<file path="src/rtl/txt_pix_pkg.sv">
`timescale 1ns/1ps
package txt_pix_pkg;
  localparam int CELL_PX   = 9;
  localparam int PX_W      = 4;
  localparam int GLYPH_W   = 8;
  localparam int FETCH_PX  = 1;  // phase where the code byte arrives
  localparam int PAT_PX    = 3;  // phase where the glyph byte arrives

  typedef struct packed {
    logic [GLYPH_W-1:0] pat;
    logic               rev;
    logic               page;
    logic               cur;
    logic               gfx;
    logic               valid;
  } cell_t;
endpackage

</file>
<file path="src/rtl/tps_fetch.sv">
`timescale 1ns/1ps
module tps_fetch
  import txt_pix_pkg::*;
#(
  parameter int MA_W     = 14,
  parameter int RA_W     = 4,
  parameter int VRAM_AW  = 11,
  parameter int COL_W    = 8,
  parameter int MAX_COLS = 128,
  localparam int CROM_AW = 1 + 7 + RA_W
) (
  input  logic               clk_i,
  input  logic               rst_ni,
  input  logic               line_start_i,
  input  logic               gfx_i,
  input  logic [MA_W-1:0]    ma_i,
  input  logic [RA_W-1:0]    ra_i,
  input  logic [COL_W-1:0]   cpl_i,
  input  logic [COL_W-1:0]   cursor_col_i,
  output logic [VRAM_AW-1:0] vram_addr_o,
  input  logic [7:0]         vram_data_i,
  output logic [CROM_AW-1:0] crom_addr_o,
  input  logic [7:0]         crom_data_i,
  output logic [PX_W-1:0]    px_o,
  output logic               load_o,
  output cell_t              cell_o
);
  logic               running_q;
  logic [PX_W-1:0]    px_q;
  logic [COL_W-1:0]   fcol_q;
  logic [7:0]         code_q;
  logic [7:0]         pat_q;
  logic               fetch_act;
  logic               unused_ma;

  assign fetch_act = fcol_q < cpl_i;
  assign unused_ma = ^ma_i[MA_W-2 -: (MA_W-1-VRAM_AW)];

  always_ff @(posedge clk_i or negedge rst_ni) begin
    if (!rst_ni) begin
      running_q <= 1'b0;
      px_q      <= '0;
      fcol_q    <= '0;
      code_q    <= '0;
      pat_q     <= '0;
    end else if (line_start_i) begin
      running_q <= 1'b1;
      px_q      <= '0;
      fcol_q    <= '0;
    end else if (running_q) begin
      px_q <= (px_q == PX_W'(CELL_PX-1)) ? '0 : px_q + 1'b1;
      if (px_q == PX_W'(FETCH_PX)) code_q <= vram_data_i;
      if (px_q == PX_W'(PAT_PX))   pat_q  <= crom_data_i;
      if (px_q == PX_W'(CELL_PX-1)) begin
        if (fetch_act) fcol_q    <= fcol_q + 1'b1;
        else           running_q <= 1'b0;
      end
    end
  end

  // index wraps inside the video RAM window
  assign vram_addr_o = ma_i[VRAM_AW-1:0] + VRAM_AW'(fcol_q);
  assign crom_addr_o = {gfx_i, code_q[6:0], ra_i};

  assign px_o   = px_q;
  assign load_o = running_q && (px_q == PX_W'(CELL_PX-1)) && !line_start_i;

  always_comb begin
    cell_o.pat   = pat_q;
    cell_o.rev   = code_q[7];
    cell_o.page  = ma_i[MA_W-1];
    cell_o.cur   = (fcol_q == cursor_col_i);
    cell_o.gfx   = gfx_i;
    cell_o.valid = fetch_act;
  end

  // phase counter never leaves the cell
  a_r3_px_range: assert property (@(posedge clk_i) disable iff (!rst_ni)
    running_q |-> px_q < PX_W'(CELL_PX));

  // strobe restarts at column 0, phase 0
  a_r8_restart: assert property (@(posedge clk_i) disable iff (!rst_ni)
    line_start_i |=> (running_q && px_q == '0 && fcol_q == '0));

  // column counter bounded
  a_r9_col_bound: assert property (@(posedge clk_i) disable iff (!rst_ni)
    running_q |-> fcol_q <= COL_W'(MAX_COLS));
endmodule

</file>
<file path="src/rtl/tps_shifter.sv">
`timescale 1ns/1ps
module tps_shifter
  import txt_pix_pkg::*;
(
  input  logic            clk_i,
  input  logic            rst_ni,
  input  logic            clear_i,
  input  logic            load_i,
  input  cell_t           cell_i,
  input  logic [PX_W-1:0] px_i,
  input  logic            disp_en_i,
  output logic            pix_o
);
  cell_t cell_q;
  logic  shift_en;

  // ninth pixel keeps last glyph bit only in graphics mode
  assign shift_en = (px_i < PX_W'(GLYPH_W-1)) ||
                    ((px_i == PX_W'(GLYPH_W-1)) && !cell_q.gfx);

  always_ff @(posedge clk_i or negedge rst_ni) begin
    if (!rst_ni) begin
      cell_q <= '0;
    end else if (clear_i) begin
      cell_q <= '0;
    end else if (load_i) begin
      cell_q <= cell_i;
    end else if (cell_q.valid && shift_en) begin
      cell_q.pat <= {cell_q.pat[GLYPH_W-2:0], 1'b0};
    end
  end

  assign pix_o = disp_en_i && cell_q.valid &&
                 (cell_q.pat[GLYPH_W-1] ^ cell_q.rev ^ cell_q.page ^ cell_q.cur);

  // a visible cell always begins with a load
  a_r3_load_at_start: assert property (@(posedge clk_i) disable iff (!rst_ni)
    (px_i == '0 && cell_q.valid) |-> $past(load_i));

  // graphics mode repeats the eighth bit
  a_r6_gfx_hold: assert property (@(posedge clk_i) disable iff (!rst_ni)
    (cell_q.valid && cell_q.gfx && px_i == PX_W'(CELL_PX-1)) |->
      cell_q.pat[GLYPH_W-1] == $past(cell_q.pat[GLYPH_W-1]));

  // text mode ninth bit is blank
  a_r6_text_blank: assert property (@(posedge clk_i) disable iff (!rst_ni)
    (cell_q.valid && !cell_q.gfx && px_i == PX_W'(CELL_PX-1)) |->
      !cell_q.pat[GLYPH_W-1]);
endmodule

</file>
<file path="src/rtl/txt_pix_serializer.sv">
`timescale 1ns/1ps
module txt_pix_serializer
  import txt_pix_pkg::*;
#(
  parameter int MA_W     = 14,
  parameter int RA_W     = 4,
  parameter int VRAM_AW  = 11,
  parameter int MAX_COLS = 128,
  localparam int COL_W   = $clog2(MAX_COLS + 1),
  localparam int CROM_AW = 1 + 7 + RA_W
) (
  input  logic               clk_i,
  input  logic               rst_ni,
  input  logic               line_start_i,
  input  logic               disp_en_i,
  input  logic               gfx_mode_i,
  input  logic [MA_W-1:0]    ma_i,
  input  logic [RA_W-1:0]    ra_i,
  input  logic [COL_W-1:0]   chars_per_line_i,
  input  logic [COL_W-1:0]   cursor_col_i,
  output logic [VRAM_AW-1:0] vram_addr_o,
  input  logic [7:0]         vram_data_i,
  output logic [CROM_AW-1:0] crom_addr_o,
  input  logic [7:0]         crom_data_i,
  output logic               pix_o
);
  logic [PX_W-1:0] px;
  logic            load;
  cell_t           next_cell;

  tps_fetch #(
    .MA_W(MA_W), .RA_W(RA_W), .VRAM_AW(VRAM_AW),
    .COL_W(COL_W), .MAX_COLS(MAX_COLS)
  ) u_fetch (
    .clk_i        (clk_i),
    .rst_ni       (rst_ni),
    .line_start_i (line_start_i),
    .gfx_i        (gfx_mode_i),
    .ma_i         (ma_i),
    .ra_i         (ra_i),
    .cpl_i        (chars_per_line_i),
    .cursor_col_i (cursor_col_i),
    .vram_addr_o  (vram_addr_o),
    .vram_data_i  (vram_data_i),
    .crom_addr_o  (crom_addr_o),
    .crom_data_i  (crom_data_i),
    .px_o         (px),
    .load_o       (load),
    .cell_o       (next_cell)
  );

  tps_shifter u_shift (
    .clk_i     (clk_i),
    .rst_ni    (rst_ni),
    .clear_i   (line_start_i),
    .load_i    (load),
    .cell_i    (next_cell),
    .px_i      (px),
    .disp_en_i (disp_en_i),
    .pix_o     (pix_o)
  );
endmodule

</file>
<file path="config.mk">
export PLATFORM = sky130hd
export DESIGN_NAME = txt_pix_serializer
export DESIGN_NICKNAME = d
export VERILOG_FILES = /design/src/rtl/txt_pix_pkg.sv /design/src/rtl/tps_fetch.sv /design/src/rtl/tps_shifter.sv /design/src/rtl/txt_pix_serializer.sv
export SDC_FILE = /design/constraint.sdc
export NUM_CORES = 1
export LEC_CHECK = 0
export BUFFER_PORTS_ARGS = -buffer_cell sky130_fd_sc_hd__buf_2
export CAP_MARGIN = 15
export CORE_UTILIZATION = 52
export CTS_CLUSTER_DIAMETER = 80
export CTS_CLUSTER_SIZE = 8
export DETAILED_ROUTE_END_ITERATION = 8
export HOLD_SLACK_MARGIN = 0.02
export PLACE_DENSITY = 0.83
export SETUP_SLACK_MARGIN = 0.15
export SKIP_LAST_GASP = 1
export SYNTH_ARGS = -nofsm -noshare
export SYNTH_HDL_FRONTEND = slang
export SYNTH_SLANG_ARGS = --single-unit
</file>
<file path="constraint.sdc">
create_clock -name clk_i -period 3.2 [get_ports clk_i]
set_clock_uncertainty 0.15 [all_clocks]
set_input_delay 0 -clock clk_i [delete_from_list [all_inputs] [get_ports clk_i]]
set_output_delay 0 -clock clk_i [all_outputs]
set_load 0.005 [all_outputs]
</file>
After elaboration in Yosys (flattened, before gate mapping)
Index checks and enable logic that the tools add are counted.
W data, S select, Z words.
{ "totals": {"ff_bits": 42, "out_inout_bits": 24, "in_bits": 55, "word_cells": 57} }
{ "op_classes": {"order_cmp": 2, "add_sub_neg": 3, "reduce_logical": 17, "mux": 15, "n_eq_ne": 5, "bitwise": 4} }
{ "ops": {"columns": ["operator", "n"], "rows": [
  ["$mux W8", 6],
  ["$mux W13", 1],
  ["$mux W4", 3],
  ["$add A11 B8 Y11", 1],
  ["$reduce_and A3 Y1", 3],
  ["$add A8 B1 Y8 const B", 1],
  ["$eq A8 B8 Y1", 1],
  ["$lt A8 B8 Y1", 1],
  ["$reduce_bool A2 Y1", 4],
  ["$logic_and A1 B1 Y1", 6],
  ["$mux W5", 1],
  ["$add A4 B1 Y4 const B", 1],
  ["$eq A4 B1 Y1 const B", 1],
  ["$eq A4 B2 Y1 const B", 1],
  ["$eq A4 B3 Y1 const B", 1],
  ["$eq A4 B4 Y1 const B", 1],
  ["$lt A4 B3 Y1 const B", 1],
  ["$mux W1", 4],
  ["$reduce_bool A3 Y1", 1],
  ["$xor A1 B1 Y1", 3],
  ["$logic_not A1 Y1", 2],
  ["$logic_or A1 B1 Y1", 1],
  ["$not A1 Y1", 1]
]} }

Longest topological paths before layout
Gate-level depths: netlist (run 1).
{ "depth": {"word_depth": 7, "depth_mapped": 8, "mapped_depth_nobuf": 8} }

By module
From an unflattened synthesis (run 1), not the netlist that was laid out.
{ "unflattened": {"cells_unflattened": 272, "area_unflattened_um2": 2703.8} }
{ "by_module_without_submodules": {"columns": ["module", "instances", "area_per_inst_um2", "seq_area_each_um2", "cells_each"], "rows": [
  ["tps_fetch", 1, 2040.7, 725.7, 205],
  ["tps_shifter", 1, 663.1, 325.3, 67]
]} }

Worst setup path before layout (run 1)
Ideal clock, no wire load.
{ "synth_path": {"path_kind": "reg-to-reg", "start": "register u_fetch.fcol_q[6]", "end": "register u_fetch.fcol_q[5]", "path_buffers": 0, "slack_ps": 809, "synth_period_minus_slack_ps": 2391, "required_ps": 2923, "setup_time_ps": 127, "arrival_ps": 2114, "stages_incl_launch_ff": 7, "path_cell_list": "dfrtp_1 ha_1 a21o_1 a221o_1 a211oi_4 and4_1 mux2_1"} }
{ "synth_via": {"elab_chain_len": 3} }
{ "synth_rtl": {"columns": ["element", "line_no", "source"], "rows": [
  ["from (decl)", "tps_fetch.sv:30", "logic [COL_W-1:0] fcol_q;"],
  ["from (signal assigned)", "tps_fetch.sv:55", "if (fetch_act) fcol_q <= fcol_q + 1'b1;"],
  ["$lt A8 B8 Y1", "tps_fetch.sv:36", "assign fetch_act = fcol_q < cpl_i;"],
  ["$reduce_bool A2 Y1 (no line)", null, null],
  ["$reduce_and A3 Y1 (no line)", null, null]
]} }
Every way passes these cells.
A chain may end at the register's enable or synchronous reset.

Worst setup path in the final report (run 1)
{ "layout_path": {"start": "register u_fetch.fcol_q[0]", "end": "output vram_addr_o[10]"} }
{ "layout_via": {"elab_chain_len": 1} }
{ "layout_rtl": {"columns": ["element", "line_no", "source"], "rows": [
  ["$add A11 B8 Y11", "tps_fetch.sv:62", "assign vram_addr_o = ma_i[VRAM_AW-1:0] + VRAM_AW'(fcol_q);"],
  ["to (decl)", "txt_pix_serializer.sv:21", "output logic [VRAM_AW-1:0] vram_addr_o,"]
]} }
Every way passes these cells.

==> results.yml, run 1 <==
drt:
  highest_layer: "met4"
  vias: 2238
  wl_met1_mm: 2.52
  firstDrtPassIters: 4
  met3WireLength_um: 278
  ant_nets: 0
  wl_met2_mm: 3.02
  finalWirelength_mm: 5.85
  drt_iter0_markers: 149
  via_per_inst: 5.38
  wl_per_cell_um: 14.1
  route.detailed.drc: 0
cts:
  max-clock-path-buffers: 2
  cts_root_buf: "clkbuf_8"
  cts_max_level: 2
  clkSinkCount: 42
  path_clk_slew_ns: 0.08
  post-cts-setup-buffer-count: 0
  insertion_delay_ns: 0.30
  cts_tree: "done"
  numCtsBuffers: 5
place:
  io_buffers: 68
  dp_hpwl_mm: 3.96
  routabilityCongestion: 0.845
  placedCellCount: 385
global_route:
  first_global_vias: 2111
  grtUsageTotal_pct: 22.7
  grt_max_degree: 43
  grt_antenna_before_repair: 0
  grt_first_pass_wirelength_mm: 9.28
  overflow: 0
floorplanning:
  fp.dieArea_um2: 5370
  die_w_um: 73.3
  core-area_um2: 4820
  num_rows: 25
  start_util_pct: 54.9
  die_h_um: 73.3
  boundaryPins: 79
synthesis:
  synthDistinctLibCells: 45
  synth-main-ff-cell: "dfrtp_1"
  avgSynthCellArea_um2: 10.1
  syn_inst: 262
  ys_seq_elements: 42
  synth_edf_count: 0
  async_flop_share_pct: 100
  syn_area_um2: 2640
  ys_seq_area_share_pct: 39.8
  syn_nets: 337
  yosys_warnings: 0
setup_path:
  r2r_start: "u_fetch.fcol_q[4]"
  required_ns: 3.05
  reg2reg_slack_ns: 0.64
  worstSetupStartpointType: "register"
  reg2reg_to: "u_fetch.fcol_q[5]"
  reg2regPathDepth: 6
  arrival_ns: 2.64
  critPathMaxFanout: 8
  end_kind: "primary output"
  crit_type: "register to primary output"
pwr:
  ir_drop_mv: 0.336
  power_mw: 1.25
  leakagePower_nw: 1.70
  p_per_area_nw_per_um2: 375
job:
  drv_cap: 0
sta:
  period_needed_ns: 2.79
  max_slew_margin_pct: 40.1
  rsz0062_at_grt: "no"
  fin_setup_tns_ns: 0
  post-route-period-util_pct: 87.1
  hold_viol_final: 0
  fmax_mhz: 359
  worst_slew_pin_slew_ns: 0.898
  drv_slew: 0
  timing.hold.ws_ns: 0.0241
  setup_viol: 0
status:
  status: "complete, no violations"
final_layout:
  multiInputGateArea_um2: 1470
  drive_gt1_share_pct: 28.9
  final_cells: 416
  seqCellArea_um2: 1050
  diodes: 0
  final_common_cell: "buf_2"
  mostFrequentLayoutCells: "68 x buf_2, 42 x dfrtp_1, 24 x nor2_1, 23 x dlygate4sd3_1, 19 x ha_1"
  fin_nets: 423
  nFillCells: 381
  syn_to_final_growth_pct: 25.7
min_path:
  min-delay-start: "line_start_i"
  min_path_type: "primary input to register"
  hold_path_depth: 2
  hold_end: "u_fetch.fcol_q[0]"
[sequential cells by signal (all words and copies together) (netlist names)]
register           count
u_shift.cell_q        13
u_fetch.code_q         8
u_fetch.running_q      1
u_fetch.px_o           4
u_fetch.fcol_q         8
u_fetch.pat_q          8
[how the worst max path moves through the flow]
stage	cells past startpoint	endpoint	from
2_1_floorplan	6	u_fetch.fcol_q[5]	u_fetch.fcol_q[6]
3_3_place_gp	6	u_fetch.fcol_q[5]	u_fetch.fcol_q[4]
3_5_place_dp	6	u_fetch.fcol_q[5]	u_fetch.fcol_q[4]
4_1_cts	9	vram_addr_o[10]	u_fetch.fcol_q[0]
5_1_grt	9	vram_addr_o[10]	u_fetch.fcol_q[0]
6_report	9	vram_addr_o[10]	u_fetch.fcol_q[0]
[metrics by stage]
| stage | utilization [%] | setup WS, ns | cell area, µm² |
|---|---|---|---|
| 6_report | 69.0 | 0.414 | 3320 |
| 3_3_place_gp | 62.3 | 0.661 | 3000 |
| 5_1_grt | 69.0 | 0.163 | 3320 |
| 3_5_place_dp | 62.3 | 0.634 | 3000 |
| 2_1_floorplan | - | 0.809 | 2640 |
| 4_1_cts | 69.0 | 0.425 | 3320 |
[cell usage after synthesis (2+ instances only)]
library cell / instances / share of area (%)
mux2i_1: 9 / 3.4
a21o_2: 2 / 0.66
a21o_1: 3 / 0.85
inv_1: 15 / 2.1
mux2_1: 2 / 0.85
ha_1: 19 / 9.0
mux2_2: 17 / 7.2
nand3b_1: 2 / 0.57
nand2b_1: 2 / 0.47
xnor2_1: 6 / 2.0
nor4_1: 2 / 0.47
o31a_1: 2 / 0.66
o21ai_0: 5 / 0.95
clkbuf_1: 5 / 0.71
nor2b_1: 5 / 1.2
a211oi_1: 10 / 2.8
xor2_1: 12 / 4.0
nand4_1: 3 / 0.71
buf_4: 6 / 1.7
nand3_1: 10 / 1.9
a21oi_1: 16 / 3.0
nand2_1: 15 / 2.1
dfrtp_1: 42 / 40
nor2_1: 24 / 3.4
o21a_1: 3 / 0.85
and3_1: 4 / 0.95
a21boi_0: 2 / 0.57
o31ai_1: 2 / 0.57
[logic make-up (layout without fill, tap and decap cells)]
family / after synthesis / after routing / synth area share [%]
simple gates: 75 / 75 / 14.5
xor+xnor: 18 / 18 / 5.96
mux: 28 / 28 / 11.5
buf+inv: 27 / 114 / 4.73
compound gates: 52 / 52 / 13.8
flops: 42 / 42 / 39.8
fa+ha+maj: 20 / 20 / 9.75
[power breakdown]
group          internal, mW  switching, mW
Combinational         0.137         0.0982
Sequential            0.605         0.0438
Clock                 0.173          0.188
[layer usage]
| metal | vias up | GRT usage, % |
|---|---|---|
| li1 | 1090 | - |
| met4 | 0 | 6.41 |
| met3 | 4 | 5.49 |
| met5 | - | 0 |
| met1 | 1085 | 29.5 |
| met2 | 59 | 38.0 |
[cell type report]
cell class / count / area share (%)
sequential: 42 / 31.6
timing repair buffer: 91 / 17.2
clock buffer: 6 / 2.48
clock inverter: 2 / 0.376
multi-input combinational: 193 / 44.1
tap: 67 / 2.52
inverter: 15 / 1.69
[critical path: stages (launching register included)]
cell and delay, ns:
dfrtp_1 0.54, ha_1 0.26, inv_1 0.06, fa_1 0.42, nor2b_1 0.19, o31a_1 0.20
o31ai_1 0.11, a211oi_1 0.28, xor2_1 0.15, buf_2 0.12
[timing repair]
item,4_1_cts,5_1_grt
gates resized for setup,0,0
endpoints found under the hold margin,64,0
hold buffers,23,0
Power figures use the tool's default switching activity.
==> run 2, diff against run 1 <==
--- a/config.mk
+++ b/config.mk
@@ -5,6 +5,7 @@
 export SDC_FILE = /design/constraint.sdc
 export NUM_CORES = 1
 export LEC_CHECK = 0
+export ABC_AREA = 1
 export BUFFER_PORTS_ARGS = -buffer_cell sky130_fd_sc_hd__buf_2
 export CAP_MARGIN = 15
 export CORE_UTILIZATION = 52
==> results.yml, run 2 <==
synthesis:
  syn_area_um2: 2650
  avgSynthCellArea_um2: 8.27
  ys_seq_elements: 42
  ys_seq_area_share_pct: 39.7
  synth_commonest_cells: "84 x nand2_1, 42 x dfrtp_1, 42 x inv_1, 19 x ha_1, 19 x nor2_1"
  synth_edf_count: 0
  post-synth-top-count-cell: "nand2_1"
  ys_top_cells_by_area: "dfrtp_1 40%, nand2_1 12%, ha_1 9.0%"
  syn_inst: 320
  synth-main-ff-cell: "dfrtp_1"
  yosysTopAreaCell: "dfrtp_1"
  synthDistinctLibCells: 34
  yosys_warnings: 0
  netlist.area_leader.share_pct: 39.7
  async_flop_share_pct: 100
  syn_nets: 395
min_path:
  min_path_type: "primary input to primary output"
drt:
  ant_nets: 0
  met3WireLength_um: 255
  route.detailed.drc: 0
  highest_layer: "met4"
  firstDrtPassIters: 4
  wl_met2_mm: 3.08
  wl_met1_mm: 2.59
  wl_per_cell_um: 12.6
  vias: 2392
  via_per_inst: 4.95
  drt_iter0_markers: 84
  finalWirelength_mm: 6.07
final_layout:
  nFillCells: 389
  diodes: 0
  mostFrequentLayoutCells: "84 x nand2_1, 68 x buf_2, 42 x inv_1, 42 x dfrtp_1, 27 x dlygate4sd3_1"
  drive_gt1_share_pct: 24.0
  top_register: "u_shift.cell_q"
  fin_nets: 490
  largest_reg_flops: 13
  syn_to_final_growth_pct: 27.9
  final_common_cell: "nand2_1"
sta:
  timing.hold.ws_ns: 0.104
  setup_viol: 0
  fmax_mhz: 406
  period_needed_ns: 2.46
  max_slew_margin_pct: 39.0
  rsz0062_at_grt: "no"
  fin_setup_tns_ns: 0
  hold_viol_final: 0
  worst_slew_pin_slew_ns: 0.915
  drv_slew: 0
  post-route-period-util_pct: 77.0
floorplanning:
  fp.dieArea_um2: 5380
  start_util_pct: 54.9
  die_h_um: 73.3
  core-area_um2: 4820
  num_rows: 25
  die_w_um: 73.3
  boundaryPins: 79
cts:
  max-clock-path-buffers: 2
  cts_root_buf: "clkbuf_8"
  cts_max_level: 2
  post-cts-setup-buffer-count: 0
  clkSinkCount: 42
  cts_resized: 0
  numCtsBuffers: 5
  cts_tree: "done"
  path_clk_slew_ns: 0.08
  insertion_delay_ns: 0.30
setup_path:
  critPathMaxFanout: 5
  crit_type: "register to primary output"
  required_ns: 3.05
  cp-endpoint: "vram_addr_o[10]"
  reg2reg_slack_ns: 0.86
  r2r_start: "u_fetch.fcol_q[1]"
  reg2regPathDepth: 7
  reg2reg_to: "u_shift.cell_q[2]"
  worstSetupStartpointType: "register"
  end_kind: "primary output"
  arrival_ns: 2.31
  startpoint: "u_fetch.fcol_q[0]"
pwr:
  ir_drop_mv: 0.280
  power_mw: 1.47
  leakagePower_nw: 1.87
  p_per_area_nw_per_um2: 435
place:
  io_buffers: 68
  routabilityCongestion: 0.825
  dp_hpwl_mm: 4.28
status:
  status: "complete, no violations"
global_route:
  grtUsageTotal_pct: 24.3
  grt_max_degree: 43
  overflow: 0
  first_global_vias: 2247
  grt_first_pass_wirelength_mm: 9.93
  grt_antenna_before_repair: 0
job:
  drv_cap: 0
-- run 2: changes by cell type in the layout (fill, tap and decap cells not counted), sizes merged, moves of 4 or more --
| cell | previous run | this run |
|---|---|---|
| and3 | 5 | 0 |
| o211ai | 1 | 6 |
| xor2 | 12 | 16 |
| mux2i | 9 | 0 |
| a22o | 0 | 4 |
| nor2b | 5 | 0 |
| a211oi | 11 | 0 |
| dlygate4sd3 | 23 | 27 |
| o21ai | 6 | 15 |
| a21o | 5 | 0 |
| nand2 | 15 | 86 |
| mux2 | 19 | 11 |
| inv | 15 | 48 |
-- run 2: where the power goes --
part / switching [mW] / internal [mW] / total (mW) / leakage, nW
Clock: 0.182 / 0.174 / 0.356 / 0.0482
Sequential: 0.0687 / 0.648 / 0.717 / 0.539
Combinational: 0.194 / 0.204 / 0.398 / 1.28
Total: 0.445 / 1.03 / 1.47 / 1.87
-- run 2: repair_timing --
item                                    in CTS  in global routing
hold buffers                                27                  0
endpoints found under the hold margin       74                  0
endpoints found under the setup margin       0                  0
-- run 2: through the flow --
stage | std cells | worst slack [ns] | util (%) | cell area (µm²)
6_report | 483 | 0.737 | 70.3 | 3380
5_1_grt | 483 | 0.523 | 70.3 | 3380
4_1_cts | 483 | 0.719 | 70.3 | 3380
3_5_place_dp | 448 | 1.04 | 62.8 | 3020
3_3_place_gp | 448 | 1.10 | 62.8 | 3020
2_1_floorplan | 320 | 1.35 | - | 2650
-- run 2: critical path: stages (launching register included) --
cell	delay, ns
dfrtp_1	0.44
ha_1	0.22
inv_1	0.07
fa_1	0.40
o21ai_1	0.28
nand3_1	0.14
a21oi_1	0.18
xor2_1	0.15
buf_2	0.13
-- run 2: per-layer routing --
| layer | global-route usage, % | vias up |
|---|---|---|
| met1 | 29.9 | 1104 |
| met5 | 0 | - |
| met3 | 4.25 | 12 |
| li1 | - | 1213 |
| met4 | 9.62 | 0 |
| met2 | 42.4 | 63 |
-- run 2: worst min path at each step --
stage	start	to	slack, ns	depth (start not counted)
after global routing	ma_i[10]	vram_addr_o[10]	0.13	3
after floorplan	rst_ni	u_fetch.code_q[0]	-0.45	0
final	ma_i[10]	vram_addr_o[10]	0.10	3
after global placement	ra_i[3]	crom_addr_o[3]	-0.15	0
after CTS	ma_i[10]	vram_addr_o[10]	0.11	3
after detailed placement	ra_i[3]	crom_addr_o[3]	-0.15	0
-- run 2: kinds of logic (layout without fill, tap and decap cells) --
kind of cell	Yosys count	after routing	synth area share, %
mux	11	11	4.68
flops	42	42	39.7
buf+inv	55	151	8.70
xor+xnor	20	20	6.62
compound gates	47	47	10.9
simple gates	125	125	19.7
fa+ha+maj	20	20	9.74
-- run 2: final cells by class --
type	instances	area (µm²)	area share, %
Multi-Input combinational cell	223	1370	40.3
Sequential cell	42	1050	31.1
Timing Repair Buffer	95	611	18.0
Inverter	48	183	5.40
Clock buffer	7	86.3	2.55
Tap cell	67	83.8	2.48
Clock inverter	1	5.00	0.148
==> run 3, diff against run 2 <==
--- a/config.mk
+++ b/config.mk
@@ -8,12 +8,12 @@
 export ABC_AREA = 1
 export BUFFER_PORTS_ARGS = -buffer_cell sky130_fd_sc_hd__buf_2
 export CAP_MARGIN = 15
-export CORE_UTILIZATION = 52
+export CORE_UTILIZATION = 47
 export CTS_CLUSTER_DIAMETER = 80
 export CTS_CLUSTER_SIZE = 8
 export DETAILED_ROUTE_END_ITERATION = 8
 export HOLD_SLACK_MARGIN = 0.02
-export PLACE_DENSITY = 0.83
+export PLACE_DENSITY = 0.8
 export SETUP_SLACK_MARGIN = 0.15
 export SKIP_LAST_GASP = 1
 export SYNTH_ARGS = -nofsm -noshare
==> constraint.sdc (replaced) <==
create_clock -name clk_i -period 2.1 [get_ports clk_i]
set_clock_uncertainty 0.15 [all_clocks]
set_input_delay 0 -clock clk_i [delete_from_list [all_inputs] [get_ports clk_i]]
set_output_delay 0 -clock clk_i [all_outputs]
set_load 0.005 [all_outputs]
==> results.yml, run 3 (synthesis results as in run 2) <==
status:
  status: "complete, no violations"
floorplanning:
  die_h_um: 77.0
  num_rows: 26
  fp.dieArea_um2: 5930
  die_w_um: 77.0
  core-area_um2: 5270
  start_util_pct: 50.2
  boundaryPins: 79
global_route:
  top_usage_layer: "met2"
  grt_antenna_before_repair: 0
  grt_max_degree: 43
  use_met2_pct: 38.1
  first_global_vias: 2397
  met3_usage_pct: 3.21
  grt_first_pass_wirelength_mm: 10.7
  grtUsageTotal_pct: 22.3
  overflow: 0
  grtUsageMet1_pct: 29.9
cts:
  numCtsBuffers: 5
  clkSinkCount: 42
  insertion_delay_ns: 0.29
  cts_root_buf: "clkbuf_8"
  cts_max_level: 2
  cts_tree: "done"
  max-clock-path-buffers: 2
  path_clk_slew_ns: 0.08
sta:
  timing.final.ws_setup_ns: 0.000325
  period_needed_ns: 2.10
  post-route-period-util_pct: 100
  drv_slew: 0
  max_slew_margin_pct: 40.6
  hold_viol_final: 0
  setup_viol: 0
  worst_slew_pin_slew_ns: 0.891
  timing.hold.ws_ns: 0.0241
  rsz0062_at_grt: "yes"
  fmax_mhz: 476
place:
  io_buffers: 68
  routabilityCongestion: 0.805
  dp_slack_ns: 0.106
  dp_hpwl_mm: 4.26
  placedCellCount: 454
final_layout:
  drive_gt1_share_pct: 34.8
  postLayoutCoreUtil_pct: 72.2
  mostFrequentLayoutCells: "81 x nand2_1, 68 x buf_2, 40 x inv_1, 36 x dfrtp_1, 30 x dlygate4sd3_1"
  top_register: "u_shift.cell_q"
  largest_reg_flops: 13
  final_common_cell: "nand2_1"
  fin_nets: 511
  diodes: 0
  final_cells: 507
  syn_to_final_growth_pct: 43.7
pwr:
  power_mw: 2.51
  leakagePower_nw: 2.01
  p_per_area_nw_per_um2: 660
  ir_drop_mv: 0.620
drt:
  drt_iter0_markers: 194
  vias: 2562
  finalWirelength_mm: 6.61
  route.detailed.drc: 0
  via_per_inst: 5.05
  wl_per_cell_um: 13.0
  firstDrtPassIters: 4
  ant_nets: 0
setup_path:
  required_ns: 1.95
  reg2reg_slack_ns: 0.19
  critPathMaxFanout: 2
  worstSetupStartpointType: "register"
  crit_type: "register to primary output"
  arrival_ns: 1.95
  end_kind: "primary output"
min_path:
  min_path_type: "primary input to register"
job:
  drv_cap: 0
[run 3: final cells by class]
cell class | count | area [µm²]
Inverter | 48 | 183
Timing Repair Buffer | 116 | 779
Fill cell | 385 | 1470
Tap cell | 70 | 87.6
Multi-Input combinational cell | 223 | 1550
Sequential cell | 42 | 1060
Clock buffer | 6 | 82.6
Clock inverter | 2 | 60.1
[run 3: repair_timing]
| action | CTS | global route |
|---|---|---|
| gates cloned | 0 | 0 |
| hold endpoints to repair | 74 | 1 |
| resized for setup | 22 | 22 |
| hold buffers | 30 | 2 |
| pin swaps | 5 | 11 |
| endpoints found under the setup margin | 15 | 23 |
| setup buffers | 5 | 10 |
[run 3: worst max-delay path: stages (launching register included)]
cell	delay (ns)
dfrtp_1	0.40
ha_4	0.15
inv_2	0.03
fa_2	0.36
o21ai_4	0.19
buf_4	0.13
buf_6	0.09
a21oi_2	0.05
xor2_1	0.13
buf_2	0.12
[run 3: per-stage QoR]
| stage | instance area (µm²) | TNS, ns |
|---|---|---|
| 6_report | 3800 | 0 |
| 5_1_grt | 3800 | -0.246 |
| 4_1_cts | 3620 | 0 |
| 3_5_place_dp | 3050 | 0 |
| 3_3_place_gp | 3050 | 0 |
| 2_1_floorplan | 2650 | 0 |
[run 3: layer usage]
metal,part of all wire (%),vias to the layer above
met2,50,75
met5,0,-
met3,4.2,10
met1,44,1222
li1,-,1255
met4,1.2,0
[run 3: path summary, 6_finish.rpt]
check	startpoint	endpoint	cells after the start
max	u_fetch.fcol_q[0]	vram_addr_o[6]	9
min	cursor_col_i[0]	u_shift.cell_q[2]	6
max reg2reg	u_fetch.fcol_q[1]	u_fetch.fcol_q[4]	12
min reg2reg	u_shift.cell_q[8]	u_shift.cell_q[8]	2
max in group asynchronous	rst_ni	u_fetch.fcol_q[2]	2
min in group asynchronous	rst_ni	u_fetch.code_q[4]	2
[run 3: where the power goes]
group / internal, mW / switching, mW / leakage (nW)
clock network: 0.507 / 0.279 / 0.0714
registers: 0.987 / 0.0977 / 0.529
logic: 0.329 / 0.308 / 1.41
